## src/rtl/irq_pkg.sv

```systemverilog
package irq_pkg;
  typedef enum logic [1:0] {
    IRQ_SYSCALL = 2'd0,
    IRQ_TIMER   = 2'd1,
    IRQ_DISK    = 2'd2,
    IRQ_PERR    = 2'd3
  } irq_num_e;

  typedef enum logic [1:0] {
    SEL_PSW  = 2'd0,
    SEL_IVA  = 2'd1,
    SEL_TMR  = 2'd2,
    SEL_NONE = 2'd3
  } ctl_sel_e;

  localparam int PSW_W      = 2;
  localparam int PSW_EN_BIT = 1;
endpackage

```

## src/rtl/irq_countdown.sv

```systemverilog
module irq_countdown #(
  parameter int TMR_W    = 32,
  parameter int TICK_DIV = 100
) (
  input  logic             clk,
  input  logic             rst_n,
  input  logic             load,
  input  logic [TMR_W-1:0] load_val,
  output logic             expire,
  output logic [TMR_W-1:0] value
);
  logic             tick;
  logic [TMR_W-1:0] cnt_q;

  generate
    if (TICK_DIV <= 1) begin : g_no_pre
      assign tick = 1'b1;
    end else begin : g_pre
      localparam int PW = $clog2(TICK_DIV);
      localparam logic [PW-1:0] PRE_LAST = PW'(TICK_DIV - 1);
      logic [PW-1:0] pre_q;
      always_ff @(posedge clk) begin
        if (!rst_n) pre_q <= '0;
        else if (pre_q == PRE_LAST) pre_q <= '0;
        else pre_q <= pre_q + 1'b1;
      end
      assign tick = (pre_q == PRE_LAST);
    end
  endgenerate

  always_ff @(posedge clk) begin
    if (!rst_n) cnt_q <= '0;
    else if (load) cnt_q <= load_val;
    else if (tick && cnt_q != '0) cnt_q <= cnt_q - 1'b1;
  end

  assign expire = !load && tick && (cnt_q == TMR_W'(1));
  assign value  = cnt_q;
endmodule

```

## src/rtl/irq_arbiter.sv

```systemverilog
module irq_arbiter
  import irq_pkg::*;
(
  input  logic     perr,
  input  logic     sysc,
  input  logic     enable,
  input  logic     pend_tmr,
  input  logic     pend_dsk,
  output logic     take,
  output irq_num_e num
);
  always_comb begin
    take = 1'b1;
    num  = IRQ_SYSCALL;
    if (perr)                      num = IRQ_PERR;
    else if (sysc)                 num = IRQ_SYSCALL;
    else if (enable && pend_tmr)   num = IRQ_TIMER;
    else if (enable && pend_dsk)   num = IRQ_DISK;
    else                           take = 1'b0;
  end
endmodule

```

## src/rtl/irq_sequencer.sv

```systemverilog
module irq_sequencer
  import irq_pkg::*;
#(
  parameter int XLEN     = 32,
  parameter int TMR_W    = 32,
  parameter int TICK_DIV = 100
) (
  input  logic              clk,
  input  logic              rst_n,
  input  logic [XLEN-1:0]   cur_ia,
  input  logic              syscall_req,
  input  logic              prog_err_req,
  input  logic [1:0]        prog_err_code,
  input  logic              disk_req,
  input  logic              rti_cmd,
  input  logic              ctl_wr_en,
  input  logic [1:0]        ctl_wr_sel,
  input  logic [XLEN-1:0]   ctl_wr_data,
  output logic              redirect,
  output logic [XLEN-1:0]   redirect_ia,
  output logic [PSW_W-1:0]  psw_o,
  output logic [1:0]        ip_o
);
  logic [PSW_W-1:0] psw_q, ipsw_q;
  logic [1:0]       ip_q;
  logic [XLEN-1:0]  iia_q, iva_q, redir_ia_q;
  logic             redir_q, pend_t_q, pend_d_q;
  logic             take_w, rti_do, wr_do, tmr_wr, expire_w;
  irq_num_e         num_w;
  logic [TMR_W-1:0] timer_val;
  logic [XLEN-1:0]  vec_off;

  irq_arbiter u_arb (
    .perr     (prog_err_req),
    .sysc     (syscall_req),
    .enable   (psw_q[PSW_EN_BIT]),
    .pend_tmr (pend_t_q),
    .pend_dsk (pend_d_q),
    .take     (take_w),
    .num      (num_w)
  );

  assign rti_do  = rti_cmd && !take_w;
  assign wr_do   = ctl_wr_en && !take_w && !rti_do;
  assign tmr_wr  = wr_do && (ctl_wr_sel == SEL_TMR);
  assign vec_off = XLEN'({num_w, 2'b00});

  irq_countdown #(.TMR_W(TMR_W), .TICK_DIV(TICK_DIV)) u_cnt (
    .clk      (clk),
    .rst_n    (rst_n),
    .load     (tmr_wr),
    .load_val (ctl_wr_data[TMR_W-1:0]),
    .expire   (expire_w),
    .value    (timer_val)
  );

  always_ff @(posedge clk) begin
    if (!rst_n) begin
      psw_q      <= '0;
      ipsw_q     <= '0;
      ip_q       <= '0;
      iia_q      <= '0;
      iva_q      <= '0;
      redir_ia_q <= '0;
      redir_q    <= 1'b0;
    end else begin
      redir_q <= take_w || rti_do;
      if (take_w) begin
        ipsw_q     <= psw_q;
        psw_q      <= '0;
        iia_q      <= cur_ia;
        redir_ia_q <= iva_q + vec_off;
        if (num_w == IRQ_PERR) ip_q <= prog_err_code;
      end else if (rti_do) begin
        psw_q      <= ipsw_q;
        redir_ia_q <= iia_q;
      end else if (wr_do) begin
        case (ctl_wr_sel)
          SEL_PSW: psw_q <= ctl_wr_data[PSW_W-1:0];
          SEL_IVA: iva_q <= ctl_wr_data;
          default: ;
        endcase
      end
    end
  end

  always_ff @(posedge clk) begin
    if (!rst_n) begin
      pend_t_q <= 1'b0;
      pend_d_q <= 1'b0;
    end else begin
      if (expire_w) pend_t_q <= 1'b1;
      else if (take_w && num_w == IRQ_TIMER) pend_t_q <= 1'b0;
      if (disk_req) pend_d_q <= 1'b1;
      else if (take_w && num_w == IRQ_DISK) pend_d_q <= 1'b0;
    end
  end

  assign redirect    = redir_q;
  assign redirect_ia = redir_ia_q;
  assign psw_o       = psw_q;
  assign ip_o        = ip_q;
endmodule

```

## config.mk

```make
export PLATFORM = sky130hd
export DESIGN_NAME = irq_sequencer
export DESIGN_NICKNAME = d
export VERILOG_FILES = /design/src/rtl/irq_pkg.sv /design/src/rtl/irq_countdown.sv /design/src/rtl/irq_arbiter.sv /design/src/rtl/irq_sequencer.sv
export SDC_FILE = /design/constraint.sdc
export NUM_CORES = 1
export LEC_CHECK = 0
export BUFFER_PORTS_ARGS = -buffer_cell sky130_fd_sc_hd__buf_2
export CAP_MARGIN = 5
export CORE_MARGIN = 10
export CORE_UTILIZATION = 55
export CTS_BUF_LIST = sky130_fd_sc_hd__clkbuf_16
export CTS_CLUSTER_SIZE = 40
export DETAILED_ROUTE_END_ITERATION = 7
export GPL_TIMING_DRIVEN = 0
export PLACE_DENSITY = 0.78
export SLEW_MARGIN = 20
export SYNTH_ARGS = -nofsm -noshare
export SYNTH_HDL_FRONTEND = slang
export SYNTH_SLANG_ARGS = --single-unit
```

## constraint.sdc

```tcl
create_clock -name clk -period 3.6 [get_ports clk]
set_input_delay 0.18 -clock clk [delete_from_list [all_inputs] [get_ports clk]]
set_output_delay 0.18 -clock clk [all_outputs]
set_load 0.01 [all_outputs]
```

Yosys cells after proc, flatten, opt, wreduce, memory -nomap -nowiden
Cells that the tools add are included.
{"block": "word_totals", "reg_bits": 144, "inputBits": 75, "elab_cells": 71}
{"block": "classes", "add_sub_neg": 3, "n_eq_ne": 7, "mux": 19, "bitwise_logic": 3, "reduce_logical": 28}
{"cell": "$mux W32", "n": 4}
{"cell": "$add A32 B4 Y32", "n": 1}
{"cell": "$eq A32 B1 Y1 const B", "n": 1}
{"cell": "$reduce_bool A32 Y1", "n": 1}
{"cell": "$sub A32 B1 Y32 const B", "n": 1}
{"cell": "$mux W2", "n": 7}
{"cell": "$reduce_bool A2 Y1", "n": 6}
{"cell": "$logic_and A1 B1 Y1", "n": 11}
{"cell": "$mux W1", "n": 8}
{"cell": "$add A7 B1 Y7 const B", "n": 1}
{"cell": "$eq A7 B7 Y1 const B", "n": 1}
{"cell": "$eq A2 B2 Y1 const B", "n": 3}
{"cell": "$eq A2 B1 Y1 const B", "n": 2}
{"cell": "$reduce_and A2 Y1", "n": 2}
{"cell": "$reduce_and A4 Y1", "n": 1}
{"cell": "$reduce_or A2 Y1", "n": 2}
{"cell": "$logic_not A1 Y1", "n": 3}
{"cell": "$not A1 Y1", "n": 3}
{"cell": "$logic_not A2 Y1", "n": 1}
{"cell": "$logic_or A1 B1 Y1", "n": 1}

Depth between registers and ports, before layout
{"block": "depth", "ltp_word": 14, "mapped_depth": 10, "ltp_nobuf": 10}

Cells and area by module
A second synthesis with hierarchy kept.
{"block": "hier_totals", "cells_unflattened": 812, "area_unflattened_um2": 7024.2}
{"module": "irq_sequencer", "n_inst": 1, "cells_each": 538, "area_each_um2": 4689.5}
{"module": "irq_countdown", "n_inst": 1, "cells_each": 267, "area_each_um2": 2287.2}
{"module": "irq_arbiter", "n_inst": 1, "cells_each": 7, "area_each_um2": 47.5}

Least setup slack after synthesis
No wires, ideal clock.
{"block": "synth_timing", "kind": "register -> register", "start": "register psw_q[1], in the netlist psw_o[1]", "end": "register redir_ia_q[31], in the netlist redirect_ia[31]", "setup_time_ps": 91, "arrival_time_ps": 2202, "required_ps": 3509, "setup_slack_ps": 1307, "stages_incl_launch_ff": 9, "n_path_buf": 0, "synth_period_minus_slack_ps": 2293, "path_cell_list": "dfxtp_1 nor2b_1 a31o_2 ha_1 a21oi_1 nor4_4 nand2_1 or3_1 a311oi_1"}
{"block": "synth_via", "elab_chain_len": 8, "elab_cells_between_ends": 15, "classes_between": "add/sub: 1; mux: 9; reduce/logical: 5"}
{"item": "from (decl)", "line_no": "irq_sequencer.sv:24", "text": "logic [PSW_W-1:0] psw_q, ipsw_q;"}
{"item": "from (signal assigned)", "line_no": "irq_sequencer.sv:75", "text": "psw_q <= ipsw_q;"}
{"item": "from (signal assigned)", "line_no": "irq_sequencer.sv:79", "text": "SEL_PSW: psw_q <= ctl_wr_data[PSW_W-1:0];"}
{"item": "parallel branches: the longest is 8 deep, another holds $add A32 B4 Y32"}
{"item": "to (signal assigned)", "line_no": "irq_sequencer.sv:72", "text": "redir_ia_q <= iva_q + vec_off;"}
{"item": "to (signal assigned)", "line_no": "irq_sequencer.sv:76", "text": "redir_ia_q <= iia_q;"}
{"item": "to (decl)", "line_no": "irq_sequencer.sv:26", "text": "logic [XLEN-1:0] iia_q, iva_q, redir_ia_q;"}
Several ways; the timed one is not identified.
A chain may end at the register's enable or synchronous reset.

Worst setup path after layout
Ends and elaborated chain as after synthesis.

==> impl_metrics.py <==
metrics = {
    "run_status": {
        "status": "complete, no violations",
    },
    "layout": {
        "final_util_pct": 69.5,
        "diodes": 0,
        "fin_nets": 1004,
        "fill_cells": 927,
        "drive_gt1_share_pct": 19.6,
        "syn_to_final_growth_pct": 24.1,
    },
    "timing": {
        "max_freq_mhz": 379,
        "fin_setup_tns_ps": 0,
        "relSlewSlack_pct": 58.6,
        "fin_crit_sh_pct": 73.3,
        "skew_ps": 7.77,
        "rsz0062_at_grt": "false",
        "tightest_slew_ps": 616,
        "slew_violations": 0,
        "final-hold-violation-count": 0,
        "post-route-min-period_ps": 2640,
        "setup_viol": 0,
    },
    "grt": {
        "grt_pass1_vias": 6050,
        "overflow": 0,
        "grt_start_max_net_pins": 17,
        "grt_pass1_wl_um": 30000,
        "antenna_found_initial": 0,
        "grt.total_usage_pct": 22.2,
    },
    "yosys": {
        "ys_seq_area_share_pct": 43.1,
        "synthMostInstantiatedCell": "dfxtp_1",
        "synthArstFlopShare_pct": 0,
        "synth_edf_count": 0,
        "synth_common_cells": "dfxtp_1 (144), nand2_1 (107), nor2_1 (79)",
        "ys.flop_type": "dfxtp_1",
        "avgSynthCellArea_um2": 8.75,
        "synth_area_leaders": "dfxtp_1 (43%), mux2i_1 (8.1%), nand2_1 (6.0%), xnor2_1 (4.6%), nor2_1 (4.4%)",
        "synth.net_count": 847,
        "ys_seq_elements": 144,
        "syn_inst": 765,
        "yosysWarnings": 0,
        "post_synth_num_cell_types": 58,
        "yosys.area.top_type": "dfxtp_1",
        "syn_area_um2": 6690,
        "netlist.area_leader.share_pct": 43.1,
    },
    "cts": {
        "cts_resized": 0,
        "cts_max_path_buffers": 2,
        "clk_latency_ps": 420,
        "cts_buffers": 17,
        "cts_tree": "done",
        "numClockSinks": 144,
        "cts_root_buf": "clkbuf_16",
        "clk_pin_slew_ps": 60,
        "htree_levels": 4,
        "post-cts-setup-buffer-count": 0,
    },
    "drt": {
        "num_vias": 6061,
        "wirelength_um": 18700,
        "wire_per_inst_um": 17.3,
        "route.detailed.drc": 0,
        "via_per_inst": 5.60,
        "dr.pass1.iters": 5,
        "first_iter_violations": 507,
        "ant_nets": 0,
    },
    "floorplanning": {
        "die_area_um2": 17000,
        "initial_core_util_pct": 56.0,
        "die_x_um": 130,
        "ioPinCount": 112,
        "coreArea_um2": 12000,
        "num_rows": 40,
        "fp.dieH_um": 130,
    },
    "placement": {
        "portBuffers": 110,
        "dp.final_hpwl_um": 13700,
        "gp_congestion": 0.879,
    },
    "worst_setup_path": {
        "r2r_setup_slack_ps": 960,
        "start_kind": "flop",
        "cp_max_fo": 9,
        "cp.depth": 8,
        "cp_data_required_time_ps": 3930,
        "worst-path-buf-inv": 0,
        "critical_path_arrival_ps": 2970,
        "crit_chain": "nor2b_1 > a31o_2 > ha_1 > a21oi_1 > nor4_4 > nand2_1 > or3_1 > a311oi_1",
        "cpMaxStageDelayCell": "nor4_4",
        "critPathLaunch": "psw_o[1]$_SDFFE_PP0P_",
        "r2r_start": "psw_o[1]$_SDFFE_PP0P_",
        "worst_setup_path_end_kind": "flop",
        "crit_family": "simple AND/OR/NAND/NOR gates",
        "critPathKind": "flop to flop",
        "reg2reg_depth": 8,
        "worst_path_largest_cell_delay_ps": 620,
        "r2r_end": "redirect_ia[31]$_SDFFE_PN0N_",
        "crit_end": "redirect_ia[31]$_SDFFE_PN0N_",
    },
    "power_and_ir_drop": {
        "p_per_area_nw_per_um2": 459,
        "cellLeakagePower_uw": 0.00336,
        "peakVddDrop_mv": 0.389,
    },
    "run": {
        "maxCapViolCount": 0,
    },
    "worst_hold_path": {
        "hold_class": "input pin to flop",
    },
}
==> per-stage QoR <==
| step | worst slack (ps) | cell area (um^2) | std cells | total power (uW) | hold slack (ps) |
|---|---|---|---|---|---|
| after CTS | 974 | 8310 | 1082 | 3820 | 0.399 |
| after global routing | 796 | 8310 | 1082 | 3930 | 11.8 |
| after global placement | 1050 | 7430 | 1022 | 2020 | 398 |
| after detailed placement | 1020 | 7430 | 1022 | 2020 | 416 |
| after floorplan | 1310 | 6690 | 765 | 1890 | 289 |
| final | 962 | 8310 | 1082 | 3810 | 7.01 |
==> sequential cells by signal, indices dropped and copies added (netlist names) <==
| name | cells |
|---|---|
| u_cnt.value | 32 |
| pend_d_q | 1 |
| iva_q | 32 |
| iia_q | 32 |
| redirect_ia | 32 |
| u_cnt.g_pre.pre_q | 7 |
| ipsw_q | 2 |
| psw_o | 2 |
| redirect | 1 |
| pend_t_q | 1 |
| ip_o | 2 |
==> power breakdown <==
part           internal, uW  total [uW]  switching [uW]
clock                  1140        1800             657
sequential             1650        1680            32.9
combinational           146         337             190
total                  2930        3810             880
==> worst reg2reg max path, delay by kind of cell, from the launching register on <==
kind	cells	cell delay (ps)
AND/OR/NAND/NOR	4	1240
AO/OA/AOI/OAI	3	660
flip-flops	1	360
adder cells (fa/ha/maj)	1	280
==> metal layers <==
| layer | part of all wire (%) | global-route usage [%] | wire [um] | up-vias |
|---|---|---|---|---|
| met5 | 0 | 0 | 0 | - |
| met4 | 2.0 | 8.13 | 380 | 0 |
| met3 | 7.5 | 6.45 | 1410 | 33 |
| met2 | 47 | 36.6 | 8820 | 209 |
| met1 | 43 | 27.0 | 8090 | 2835 |
| li1 | - | - | - | 2984 |
==> placed cells by master (no fill, tap or decap), drive strengths merged, types with 2 or more instances in the layout <==
master / n
nor4b: 2
dlygate4sd3: 28
a211oi: 25
buf: 126
nand4: 12
xor2: 24
clkinv: 9
o21ai: 48
nor2b: 7
nor3: 16
nand3: 22
clkbuf: 48
nor4: 16
and4: 5
a21oi: 59
or4: 3
bufinv: 4
and3: 7
and2: 2
dfxtp: 144
o221ai: 2
mux2i: 54
or3: 4
nor2: 80
nand2b: 2
nand2: 107
mux2: 11
ha: 6
inv: 9
o2111ai: 2
xnor2: 35
a21o: 3
==> worst min-delay path by stage <==
stage / startpoint / endpoint / slack [ps] / cells past startpoint
after floorplan: ctl_wr_data[10] / u_cnt.value[10]$_SDFFE_PN0P_ / 290 / 2
after global placement: ctl_wr_data[9] / u_cnt.value[9]$_SDFFE_PN0P_ / 400 / 3
after detailed placement: ctl_wr_data[24] / u_cnt.value[24]$_SDFFE_PN0P_ / 420 / 3
after CTS: prog_err_code[1] / ip_o[1]$_SDFFE_PN0P_ / 0.4 / 3
after global routing: cur_ia[25] / iia_q[25]$_SDFFE_PN0N_ / 10 / 3
final: prog_err_code[1] / ip_o[1]$_SDFFE_PN0P_ / 7 / 3
==> cell type report <==
type,instances,area (um^2),share of cell area (%)
Buffer,47,231,2.79
Clock buffer,17,425,5.12
Clock inverter,15,176,2.12
Inverter,7,26.3,0.316
Multi-Input combinational cell,567,3550,42.8
Sequential cell,144,2880,34.7
Tap cell,147,184,2.21
Timing Repair Buffer,138,831,10.0
==> what timing repair did <==
action | 4_1_cts | 5_1_grt
hold buffers | 28 | 0
hold endpoints to repair | 29 | 0
endpoints found under the setup margin | 0 | 0
==> kinds of logic after synthesis <==
family	Yosys count	synth area share (%)
simple gates	293	21.8
flops	144	43.1
compound gates	143	12.2
mux	65	9.93
xor+xnor	59	7.72
buf+inv	54	3.85
fa+ha+maj	7	1.42
(Power assumes the default switching activity.)
